$ cat config.mk
export PLATFORM = sky130hd
export DESIGN_NAME = rx_bd_ring
export DESIGN_NICKNAME = d
export VERILOG_FILES = /design/src/rtl/rx_bd_pkg.sv /design/src/rtl/rx_bd_slot.sv /design/src/rtl/rx_bd_meter.sv /design/src/rtl/rx_bd_ctrl.sv /design/src/rtl/rx_bd_ring.sv
export SDC_FILE = /design/constraint.sdc
export NUM_CORES = 1
export LEC_CHECK = 0
export BUFFER_PORTS_ARGS = -buffer_cell sky130_fd_sc_hd__buf_2
export CORE_UTILIZATION = 55
export DETAILED_ROUTE_END_ITERATION = 8
export GPL_TIMING_DRIVEN = 0
export PLACE_DENSITY = 0.79
export SETUP_SLACK_MARGIN = 0.1
export SLEW_MARGIN = 10
export SYNTH_ARGS = -nofsm -noshare
export SYNTH_HDL_FRONTEND = slang
export SYNTH_SLANG_ARGS = --single-unit
export TNS_END_PERCENT = 50
$ cat constraint.sdc
create_clock -name clk -period 6.85 [get_ports clk]
set_clock_uncertainty 0.15 [all_clocks]
set_input_delay 1.0275 -clock clk [delete_from_list [all_inputs] [get_ports clk]]
set_output_delay 1.0275 -clock clk [all_outputs]
set_load 0.01 [all_outputs]
$ cat src/rtl/rx_bd_pkg.sv
package rx_bd_pkg;
  localparam int ERR_W     = 3;
  localparam int ERR_SHORT = 0;
  localparam int ERR_LONG  = 1;
  localparam int ERR_MARK  = 2;

  typedef enum logic [1:0] {
    ST_IDLE = 2'd0,
    ST_RECV = 2'd1,
    ST_DROP = 2'd2
  } rx_state_e;
endpackage

$ cat src/rtl/rx_bd_slot.sv
module rx_bd_slot
  import rx_bd_pkg::*;
#(
  parameter int LEN_W = 12
) (
  input  logic             clk,
  input  logic             rst,
  input  logic             wb_hit,
  input  logic [LEN_W-1:0] wb_len,
  input  logic [ERR_W-1:0] wb_err,
  input  logic             sw_hit,
  input  logic             sw_empty,
  input  logic             sw_wrap,
  output logic             empty,
  output logic             wrap,
  output logic [ERR_W-1:0] err,
  output logic [LEN_W-1:0] len
);
  // Engine write-back has priority over a software write to the same entry.
  always_ff @(posedge clk) begin
    if (rst) begin
      empty <= 1'b0;
      wrap  <= 1'b0;
      err   <= '0;
      len   <= '0;
    end else if (wb_hit) begin
      empty <= 1'b0;
      err   <= wb_err;
      len   <= wb_len;
    end else if (sw_hit) begin
      empty <= sw_empty;
      wrap  <= sw_wrap;
      err   <= '0;
      len   <= '0;
    end
  end

  // after a software-only write the length reads zero
  a_r2_sw_clears_len: assert property (@(posedge clk) disable iff (rst)
    (sw_hit && !wb_hit) |=> (len == '0));
endmodule

$ cat src/rtl/rx_bd_meter.sv
module rx_bd_meter
  import rx_bd_pkg::*;
#(
  parameter int LEN_W     = 12,
  parameter int BUF_BYTES = 64
) (
  input  logic             clk,
  input  logic             rst,
  input  logic             start,
  input  logic             adv,
  input  logic             mark,
  input  logic [LEN_W-1:0] max_len,
  input  logic [LEN_W-1:0] min_len,
  output logic [LEN_W-1:0] offs,
  output logic [LEN_W-1:0] total,
  output logic             store,
  output logic [ERR_W-1:0] err_final
);
  localparam logic [LEN_W-1:0] BUF_LIM = LEN_W'(BUF_BYTES);

  logic [LEN_W-1:0] cnt_q;
  logic             err_q;
  logic             mark_all;

  assign offs     = start ? '0 : cnt_q;
  assign total    = (&offs) ? offs : offs + 1'b1;
  assign store    = (offs < max_len) && (offs < BUF_LIM);
  assign mark_all = (start ? 1'b0 : err_q) | mark;

  always_comb begin
    err_final            = '0;
    err_final[ERR_SHORT] = (total < min_len);
    err_final[ERR_LONG]  = (total > max_len);
    err_final[ERR_MARK]  = mark_all;
  end

  always_ff @(posedge clk) begin
    if (rst) begin
      cnt_q <= '0;
      err_q <= 1'b0;
    end else if (adv) begin
      cnt_q <= total;
      err_q <= mark_all;
    end
  end
endmodule

$ cat src/rtl/rx_bd_ctrl.sv
module rx_bd_ctrl
  import rx_bd_pkg::*;
#(
  parameter int NUM_DESC  = 8,
  parameter int BUF_BYTES = 64,
  localparam int IDX_W    = (NUM_DESC > 1) ? $clog2(NUM_DESC) : 1,
  localparam int BOFF_W   = $clog2(BUF_BYTES)
) (
  input  logic              clk,
  input  logic              rst,
  input  logic              in_valid,
  input  logic              in_sof,
  input  logic              in_eof,
  input  logic [7:0]        in_data,
  input  logic              cur_empty,
  input  logic              cur_wrap,
  input  logic              stop_req,
  input  logic [1:0]        evt_clr,
  input  logic              clr_halt,
  input  logic [BOFF_W-1:0] offs_lo,
  input  logic              store,
  output logic              start,
  output logic              adv,
  output logic              wb_en,
  output logic [IDX_W-1:0]  cur_idx,
  output logic              halted,
  output logic              busy_evt,
  output logic              stop_done_evt,
  output logic              buf_we,
  output logic [IDX_W+BOFF_W-1:0] buf_addr,
  output logic [7:0]        buf_data
);
  localparam logic [IDX_W-1:0] LAST_IDX = IDX_W'(NUM_DESC - 1);

  rx_state_e st, st_nx;
  logic      sof_go, blocked, claim, refuse;
  logic [IDX_W-1:0] idx_nx;

  assign sof_go  = in_valid && in_sof && (st == ST_IDLE);
  assign blocked = halted || stop_req;
  assign claim   = sof_go && !blocked && cur_empty;
  assign refuse  = sof_go && !blocked && !cur_empty;
  assign start   = claim;
  assign adv     = claim || ((st == ST_RECV) && in_valid);
  assign wb_en   = adv && in_eof;
  assign idx_nx  = (cur_wrap || (cur_idx == LAST_IDX)) ? '0 : cur_idx + 1'b1;

  always_comb begin
    st_nx = st;
    unique case (st)
      ST_IDLE: if (sof_go && !in_eof) st_nx = claim ? ST_RECV : ST_DROP;
      ST_RECV: if (in_valid && in_eof) st_nx = ST_IDLE;
      ST_DROP: if (in_valid && in_eof) st_nx = ST_IDLE;
      default: st_nx = ST_IDLE;
    endcase
  end

  always_ff @(posedge clk) begin
    if (rst) begin
      st            <= ST_IDLE;
      cur_idx       <= '0;
      halted        <= 1'b0;
      busy_evt      <= 1'b0;
      stop_done_evt <= 1'b0;
      buf_we        <= 1'b0;
      buf_addr      <= '0;
      buf_data      <= '0;
    end else begin
      st <= st_nx;
      if (wb_en) cur_idx <= idx_nx;
      if (refuse)        halted <= 1'b1;
      else if (clr_halt) halted <= 1'b0;
      if (refuse)          busy_evt <= 1'b1;
      else if (evt_clr[0]) busy_evt <= 1'b0;
      if (stop_req && (st != ST_RECV)) stop_done_evt <= 1'b1;
      else if (evt_clr[1])             stop_done_evt <= 1'b0;
      buf_we   <= adv && store;
      buf_addr <= {cur_idx, offs_lo};
      buf_data <= in_data;
    end
  end

  // never halted while a frame is being received
  a_r7_no_halt_in_frame: assert property (@(posedge clk) disable iff (rst)
    (st == ST_RECV) |-> !halted);
  // busy stays set until its clear bit is seen
  a_r8_busy_sticky: assert property (@(posedge clk) disable iff (rst)
    (busy_evt && !evt_clr[0]) |=> busy_evt);
  // a held stop request never lets a new frame be claimed
  a_r10_stop_blocks: assert property (@(posedge clk) disable iff (rst)
    (stop_req && (st != ST_RECV)) |=> (st != ST_RECV));
endmodule

$ cat src/rtl/rx_bd_ring.sv
module rx_bd_ring
  import rx_bd_pkg::*;
#(
  parameter int NUM_DESC  = 8,
  parameter int LEN_W     = 12,
  parameter int BUF_BYTES = 64,
  localparam int IDX_W    = (NUM_DESC > 1) ? $clog2(NUM_DESC) : 1,
  localparam int BOFF_W   = $clog2(BUF_BYTES),
  localparam int BUF_AW   = IDX_W + BOFF_W
) (
  input  logic              clk,
  input  logic              rst,
  input  logic              in_valid,
  input  logic              in_sof,
  input  logic              in_eof,
  input  logic              in_err,
  input  logic [7:0]        in_data,
  input  logic [LEN_W-1:0]  max_len,
  input  logic [LEN_W-1:0]  min_len,
  input  logic              sw_we,
  input  logic [IDX_W-1:0]  sw_addr,
  input  logic              sw_empty,
  input  logic              sw_wrap,
  input  logic [IDX_W-1:0]  sw_rd_addr,
  output logic              rd_empty,
  output logic              rd_wrap,
  output logic [2:0]        rd_err,
  output logic [LEN_W-1:0]  rd_len,
  input  logic              stop_req,
  input  logic [1:0]        evt_clr,
  input  logic              clr_halt,
  output logic              busy_evt,
  output logic              halted,
  output logic              stop_done_evt,
  output logic [IDX_W-1:0]  cur_idx,
  output logic              buf_we,
  output logic [BUF_AW-1:0] buf_addr,
  output logic [7:0]        buf_data
);
  logic [NUM_DESC-1:0] s_empty, s_wrap;
  logic [ERR_W-1:0]    s_err [NUM_DESC];
  logic [LEN_W-1:0]    s_len [NUM_DESC];

  logic             start, adv, wb_en, store;
  logic [LEN_W-1:0] offs, total;
  logic [ERR_W-1:0] err_final;
  logic             cur_empty, cur_wrap;

  assign cur_empty = s_empty[cur_idx];
  assign cur_wrap  = s_wrap[cur_idx];

  rx_bd_meter #(.LEN_W(LEN_W), .BUF_BYTES(BUF_BYTES)) u_meter (
    .clk(clk), .rst(rst), .start(start), .adv(adv), .mark(in_err),
    .max_len(max_len), .min_len(min_len), .offs(offs), .total(total),
    .store(store), .err_final(err_final)
  );

  rx_bd_ctrl #(.NUM_DESC(NUM_DESC), .BUF_BYTES(BUF_BYTES)) u_ctrl (
    .clk(clk), .rst(rst), .in_valid(in_valid), .in_sof(in_sof),
    .in_eof(in_eof), .in_data(in_data), .cur_empty(cur_empty),
    .cur_wrap(cur_wrap), .stop_req(stop_req), .evt_clr(evt_clr),
    .clr_halt(clr_halt), .offs_lo(offs[BOFF_W-1:0]), .store(store),
    .start(start), .adv(adv), .wb_en(wb_en), .cur_idx(cur_idx),
    .halted(halted), .busy_evt(busy_evt), .stop_done_evt(stop_done_evt),
    .buf_we(buf_we), .buf_addr(buf_addr), .buf_data(buf_data)
  );

  for (genvar i = 0; i < NUM_DESC; i++) begin : g_slot
    logic wb_hit, sw_hit;
    assign wb_hit = wb_en && (cur_idx == IDX_W'(i));
    assign sw_hit = sw_we && (sw_addr == IDX_W'(i));
    rx_bd_slot #(.LEN_W(LEN_W)) u_slot (
      .clk(clk), .rst(rst), .wb_hit(wb_hit), .wb_len(total),
      .wb_err(err_final), .sw_hit(sw_hit), .sw_empty(sw_empty),
      .sw_wrap(sw_wrap), .empty(s_empty[i]), .wrap(s_wrap[i]),
      .err(s_err[i]), .len(s_len[i])
    );
  end

  always_ff @(posedge clk) begin
    if (rst) begin
      rd_empty <= 1'b0;
      rd_wrap  <= 1'b0;
      rd_err   <= '0;
      rd_len   <= '0;
    end else begin
      rd_empty <= s_empty[sw_rd_addr];
      rd_wrap  <= s_wrap[sw_rd_addr];
      rd_err   <= s_err[sw_rd_addr];
      rd_len   <= s_len[sw_rd_addr];
    end
  end

  // write-back only lands on a descriptor that was empty
  a_r2_fill_empty_only: assert property (@(posedge clk) disable iff (rst)
    wb_en |-> cur_empty);
  // a completed frame never reports zero length
  a_r3_len_nonzero: assert property (@(posedge clk) disable iff (rst)
    wb_en |-> (total != '0));
endmodule

---- Word-level counts from Yosys, hierarchy flattened ----
Index checks and enable logic that the tools add are counted.
W data, S select, Z words.
storage, ports and cells
  flip-flop bits (word level) ............. 192
  output and inout bits ................... 41
  logic and storage cells ................. 211
cells by class
  add/subtract/negate cells ............... 2
  magnitude comparators ................... 7
  eq/ne operators ......................... 19
  mux-type cells .......................... 60
  bitwise gates (word level) .............. 10
  reduce and logical (&&, ||, !) cells .... 67
operators by type and width
  operator                 count
  $mux W12                 20
  $mux W3                  19
  $bmux W12 S3             1
  $logic_and A1 B1 Y1      28
  $eq A3 B3 Y1 const B     8
  $lt A12 B12 Y1           2
  $reduce_bool A2 Y1       11
  $reduce_and A2 Y1        9
  $reduce_or A2 Y1         9
  $add A12 B1 Y12 const B  1
  $bmux W1 S3              4
  $eq A3 B2 Y1 const B     4
  $gt A12 B12 Y1           1
  $lt A12 B7 Y1 const B    1
  $reduce_and A12 Y1       1
  $mux W1                  11
  $bmux W3 S3              1
  $lt A3 B4 Y1 const B     2
  $not A1 Y1               8
  $eq A3 B1 Y1 const B     2
  $logic_not A3 Y1         2
  $mux W2                  3
  $ge A4 B4 Y1 const B     1
  $ne A2 B1 Y1 const B     2
  10 further kinds         14

---- Logic depth before layout (Yosys ltp) ----
  depth after elaboration ................. 9
  gate-level depth with buffers ........... 22
  mapped depth without buffers ............ 20

---- Hierarchy ----
Synthesis repeated with hierarchy kept, for this count alone.
unflattened totals
  cells, all modules ...................... 1017
  area, all modules ....................... 10228.6 sq um
modules (own cells, without submodules)
  module       instances  cells each  area an instance (sq um)  seq. area each (sq um)
  rx_bd_slot   8          71          729.4                     340.3
  rx_bd_meter  1          231         1744.2                    260.2
  rx_bd_ring   1          131         1686.6                    340.3
  rx_bd_ctrl   1          87          962.2                     520.5

---- Worst setup path before layout ----
OpenSTA, ideal clock, no wires.
  kind .................................... input port to flip-flop
  start point ............................. in stop_req
  end point ............................... reg g_slot[4].u_slot.err[1]
  library setup time ...................... 136 ps
  arrival ................................. 4701 ps
  data required time ...................... 6564 ps
  path slack .............................. 1864 ps
  stages .................................. 19
  path buffers ............................ 2
  cells stage by stage .................... nand2b_1 > nor3_2 > nand3_1 > buf_2 > clkbuf_1 > and2_1 > ha_1 > nand4_1 > nor3_4 > nand2_1 > mux2i_1 > inv_1 > ha_1 > nor2b_1 > o211ai_1 > a21oi_1 > a2111o_1 > o21ai_1 > o21ai_0
on the way
  word-level cells in the longest chain between the ends .. 9
  elaborated cells between the ends (all ways) .. 14
  classes of those cells .................. add/sub (1); order compare (1); mux (3); reduce/logical (9)
RTL lines
  element                                                line               text
  from (decl)                                            rx_bd_ring.sv:29   input logic stop_req,
  $logic_or A1 B1 Y1 *                                   rx_bd_ctrl.sv:40   assign blocked = halted || stop_req;
  $logic_not A1 Y1 *                                     rx_bd_ctrl.sv:41   assign claim = sof_go && !blocked && cur_empty;
  $logic_and A1 B1 Y1 * (2 in series)                    rx_bd_ctrl.sv:41
  $mux W12 *                                             rx_bd_meter.sv:25  assign offs = start ? '0 : cnt_q;
  via offs[1]                                            rx_bd_ring.sv:45   logic [LEN_W-1:0] offs, total;
  $add A12 B1 Y12 or $reduce_and A12 Y1 (tied branches)  rx_bd_meter.sv:26  assign total = (&offs) ? offs : offs + 1'b1;
  $mux W12 *                                             rx_bd_meter.sv:26
  via g_slot[0].u_slot.wb_len[1]                         rx_bd_slot.sv:9    input logic [LEN_W-1:0] wb_len,
  $gt A12 B12 Y1 *                                       rx_bd_meter.sv:33  err_final[ERR_LONG] = (total > max_len);
  $mux W3 *                                              rx_bd_slot.sv:26   end else if (wb_hit) begin
  to (signal assigned)                                   rx_bd_slot.sv:28   err <= wb_err;
  to (decl)                                              rx_bd_slot.sv:16   output logic [ERR_W-1:0] err,
Mark *: on every way through the listed nets, which the timed path passes. The rest lies on a longest branch.
A chain may end at the register's enable or synchronous reset.

---- Worst setup path in the final report ----
  start point ............................. reg u_ctrl.cur_idx[2]
  end point ............................... reg g_slot[5].u_slot.err[1]
on the way
  word-level cells in the longest chain between the ends .. 8
  elaborated cells between the ends (all ways) .. 14
  classes of those cells .................. add/sub (1); order compare (1); eq/ne (1); mux (5); reduce/logical (6)
RTL lines
  element                                                line               text
  from (decl)                                            rx_bd_ctrl.sv:25   output logic [IDX_W-1:0] cur_idx,
  from (signal assigned)                                 rx_bd_ctrl.sv:70   if (wb_en) cur_idx <= idx_nx;
  $bmux W1 S3 *                                          rx_bd_ring.sv:49   assign cur_empty = s_empty[cur_idx];
  $mux W1 (implied by the code) *                        rx_bd_ring.sv:49
  $logic_and A1 B1 Y1 *                                  rx_bd_ctrl.sv:41
  $mux W12 *                                             rx_bd_meter.sv:25
  via offs[1]                                            rx_bd_ring.sv:45
  $add A12 B1 Y12 or $reduce_and A12 Y1 (tied branches)  rx_bd_meter.sv:26
  $mux W12 *                                             rx_bd_meter.sv:26
  via g_slot[0].u_slot.wb_len[3]                         rx_bd_slot.sv:9
  $gt A12 B12 Y1 *                                       rx_bd_meter.sv:33
  $mux W3 *                                              rx_bd_slot.sv:26
  to (signal assigned)                                   rx_bd_slot.sv:28
  to (decl)                                              rx_bd_slot.sv:16
Mark *: on every way through the listed nets, which the timed path passes. The rest lies on a longest branch. The select of a mux whose other input is x is not followed.

==> results.json <==
{
  "status": "complete, no violations",
  "gpl.final_weighted_congestion": 0.9467,
  "hold_path_class": "flop to flop",
  "tightest_slew_ns": 1.303,
  "detail_route.iter0.violations": 1058,
  "type_of_element_launching_the_critical_path": "flop",
  "synth_fp_nets": 1107,
  "clk_pin_slew_worst_paths_ns": 0.07,
  "ctsResizeCount": 0,
  "syn-instance-count": 1015,
  "cell_at_the_slowest_stage_of_the_critical_path": "a211oi_2",
  "critical_path.endpoint_type": "flop",
  "netlist.top_cell.by_area": "dfxtp_1",
  "die_w_um": 134.0,
  "share_of_cells_above_drive_strength_1_pct": 19.24,
  "grt_pass1_wl_mm": 45.89,
  "finish.instance_area_um2": 10890,
  "crit_path_start": "u_ctrl.cur_idx[2]$_SDFFE_PP0P_",
  "cts_inserted_buffers": 17,
  "holdBufCountCts": 0,
  "final-hold-violation-count": 0,
  "first_global_vias": 8146,
  "fin_worst_hold_slack_ns": 0.3146,
  "path_class": "flop to flop",
  "core_region_area_um2": 16820,
  "cts-htree-levels": 4,
  "timing.max_slew.rel_slack_pct": 12.69,
  "synth.cell_area_um2": 9578,
  "number_of_input_and_output_port_buffers_inserted": 86,
  "syn_avg_cell_area_um2": 9.436,
  "power_density_nw_per_um2": 210.9,
  "groute.layer.met1.usage_pct": 45.21,
  "grt-busiest-layer": "met2",
  "setup-violations-final": 0,
  "nets": 1212,
  "fmaxAchievable_ghz": 0.1584,
  "antenna-diode-count": 0,
  "finalCoreUtilization_pct": 64.72,
  "post_detailed_placement_cell_area_um2": 10280,
  "crit_family": "compound AO/OA/AOI/OAI gates",
  "grt_util_all_layers_pct": 34.02,
  "synth_cell_type_count": 69,
  "period_minus_slack_ns": 6.315,
  "crit_fanout": 10,
  "place_hpwl_mm": 21.15,
  "cts_max_path_buffers": 2,
  "worstPathRequired_ns": 7.00,
  "timing.critical_path.cells": "buf_6, mux2i_1, a22oi_2, nand3_1, buf_2, clkbuf_1, and2_1, ha_1, nand4_1, nor3_4, nor2_1, a211oi_2, ha_1, a21oi_1, a21oi_1, a2111o_1, o21ai_1, o21ai_0",
  "most_used_cells_in_the_layout_excluding_fill_and_tap_cells": "dfxtp_1, buf_2, nand3_1",
  "routed-via-count": 8764,
  "synth.yosys.warnings": 0,
  "routed_via_density": 6.477,
  "clock_sink_count": 192,
  "tritoncts_clock_tree": "yes",
  "area_delta_synth_final_pct": 13.65,
  "core.rowCount": 47,
  "worst_hold_startpoint": "g_slot[2].u_slot.len[6]$_SDFFE_PP0P_",
  "drc": 0,
  "power.ir.vdd_worst_mv": 0.1808,
  "final.setup.tns_ns": 0,
  "grt_max_degree": 17,
  "cellLeakagePower_nw": 4.361,
  "synth.yosys.seq_area_share_pct": 40.13,
  "timing.critical_path.slowest_cell_delay_ns": 1.08,
  "synthesized_flop_and_latch_total": 192,
  "max_slew_vio_count": 0,
  "worstReg2RegStart": "u_ctrl.cur_idx[2]$_SDFFE_PP0P_",
  "number_of_antenna_violations_at_the_first_check_in_global_routing": 0,
  "grt_overflow": 0,
  "rsz0062_at_grt": "no",
  "gr-usage-met3_pct": 9.562,
  "design.die.area_um2": 17950,
  "drt_first_pass_iters": 6,
  "clk_latency_ns": 0.45,
  "cap_violations": 0,
  "floorplan.initialDensity_pct": 56.95,
  "synth_flop_cell": "dfxtp_1",
  "fillers": 1407,
  "synthArstFlopShare_pct": 0,
  "crit_arrival_ns": 6.46,
  "mostFrequentLayoutCell": "dfxtp_1",
  "grt_util_met2_pct": 49.77,
  "final_min_period_over_clock_period_pct": 92.19,
  "synth_edf_count": 0,
  "finalWirelength_mm": 29.91,
  "post_cts.repair.setup_buffers": 0,
  "avgRoutedWirePerCell_um": 22.11,
  "buf_inv_on_cp": 3,
  "total_power_mw": 2.296,
  "route.antenna.remaining_nets": 0,
  "die_height_um": 134.0,
  "floorplan.io_pins": 92,
  "clockRootBuffer": "clkbuf_16",
  "synth_top_cells_by_area": "dfxtp_1, mux4_2, ha_1",
  "synth_top_area_share_pct": 40.13
}
registers in the layout, summed over array words and instances (netlist names):
signal and cells:
g_slot.u_slot.empty 8, g_slot.u_slot.err 24, g_slot.u_slot.len 96, g_slot.u_slot.wrap 8, rd_empty 1, rd_err 3
rd_len 12, rd_wrap 1, u_ctrl.buf_addr 9, u_ctrl.buf_data 8, u_ctrl.buf_we 1, u_ctrl.busy_evt 1
u_ctrl.cur_idx 3, u_ctrl.halted 1, u_ctrl.st 2, u_ctrl.stop_done_evt 1, u_meter.cnt_q 12, u_meter.err_q 1
where the power goes:
group          internal, mW  total, mW  switching (mW)
sequential             1.12       1.13         0.00350
clock                 0.569       1.02           0.448
combinational        0.0541      0.153          0.0987
total                  1.75       2.30           0.550
layer usage:
layer	share of wire, %	vias up	wire [um]
li1	-	3880	-
met1	40	4173	11940
met2	43	598	12820
met3	12	113	3552
met4	5.3	0	1598
met5	0	-	0
Yosys cell counts (4+ instances only):
| library cell | number |
|---|---|
| nand2_1 | 79 |
| o2bb2ai_1 | 9 |
| buf_6 | 9 |
| buf_1 | 5 |
| and2_1 | 17 |
| or2_2 | 4 |
| a22o_1 | 16 |
| dfxtp_1 | 192 |
| a21o_1 | 5 |
| buf_2 | 19 |
| nor3_2 | 5 |
| ha_1 | 41 |
| inv_1 | 37 |
| buf_4 | 4 |
| o21ai_0 | 45 |
| mux2i_1 | 31 |
| nand4_1 | 10 |
| a21oi_1 | 73 |
| clkbuf_1 | 37 |
| xnor2_1 | 4 |
| a211oi_1 | 5 |
| o31ai_1 | 12 |
| nor2_1 | 65 |
| a31oi_1 | 5 |
| nand2b_1 | 21 |
| nor3_1 | 19 |
| nor2_2 | 4 |
| and3_1 | 10 |
| nor2b_1 | 18 |
| mux4_2 | 36 |
| xor2_1 | 6 |
| nand3_1 | 86 |
| nand4b_1 | 31 |
final timing paths:
check / endpoint / slack (ns) / depth (start not counted)
setup / recovery: g_slot[5].u_slot.err[1]$_SDFFE_PP0P_ / 0.54 / 18
hold / removal: g_slot[2].u_slot.len[6]$_SDFFE_PP0P_ / 0.31 / 1
setup reg to reg: g_slot[5].u_slot.err[1]$_SDFFE_PP0P_ / 0.54 / 18
hold reg to reg: g_slot[2].u_slot.len[6]$_SDFFE_PP0P_ / 0.31 / 1
metrics by stage:
| step | instances | worst slack (ns) |
|---|---|---|
| floorplan | 1015 | 1.864 |
| finish | 1353 | 0.5350 |
| global placement | 1321 | 0.3560 |
| detailed placement | 1321 | 0.2474 |
| global route | 1353 | 0.1187 |
| CTS | 1353 | 0.4523 |
cell families (layout without fill, tap and decap cells):
kind of cell | count (synthesis) | after routing | share of synthesized area, %
compound gates | 197 | 197 | 13.57
xor+xnor | 10 | 10 | 0.9144
fa+ha+maj | 43 | 43 | 5.565
buf+inv | 112 | 230 | 5.500
flops | 192 | 192 | 40.13
mux | 70 | 70 | 12.14
simple gates | 391 | 391 | 22.18
final cells by class:
cell class / count / area [um2] / share of cell area [%]
buffer: 74 / 384.1 / 3.529
clock buffer: 21 / 470.5 / 4.322
clock inverter: 11 / 127.6 / 1.172
inverter: 38 / 142.6 / 1.310
multi-input combinational: 711 / 5211 / 47.87
sequential: 192 / 3844 / 35.31
tap: 220 / 275.3 / 2.529
timing repair buffer: 86 / 430.4 / 3.954
(Power assumes the default switching activity.)
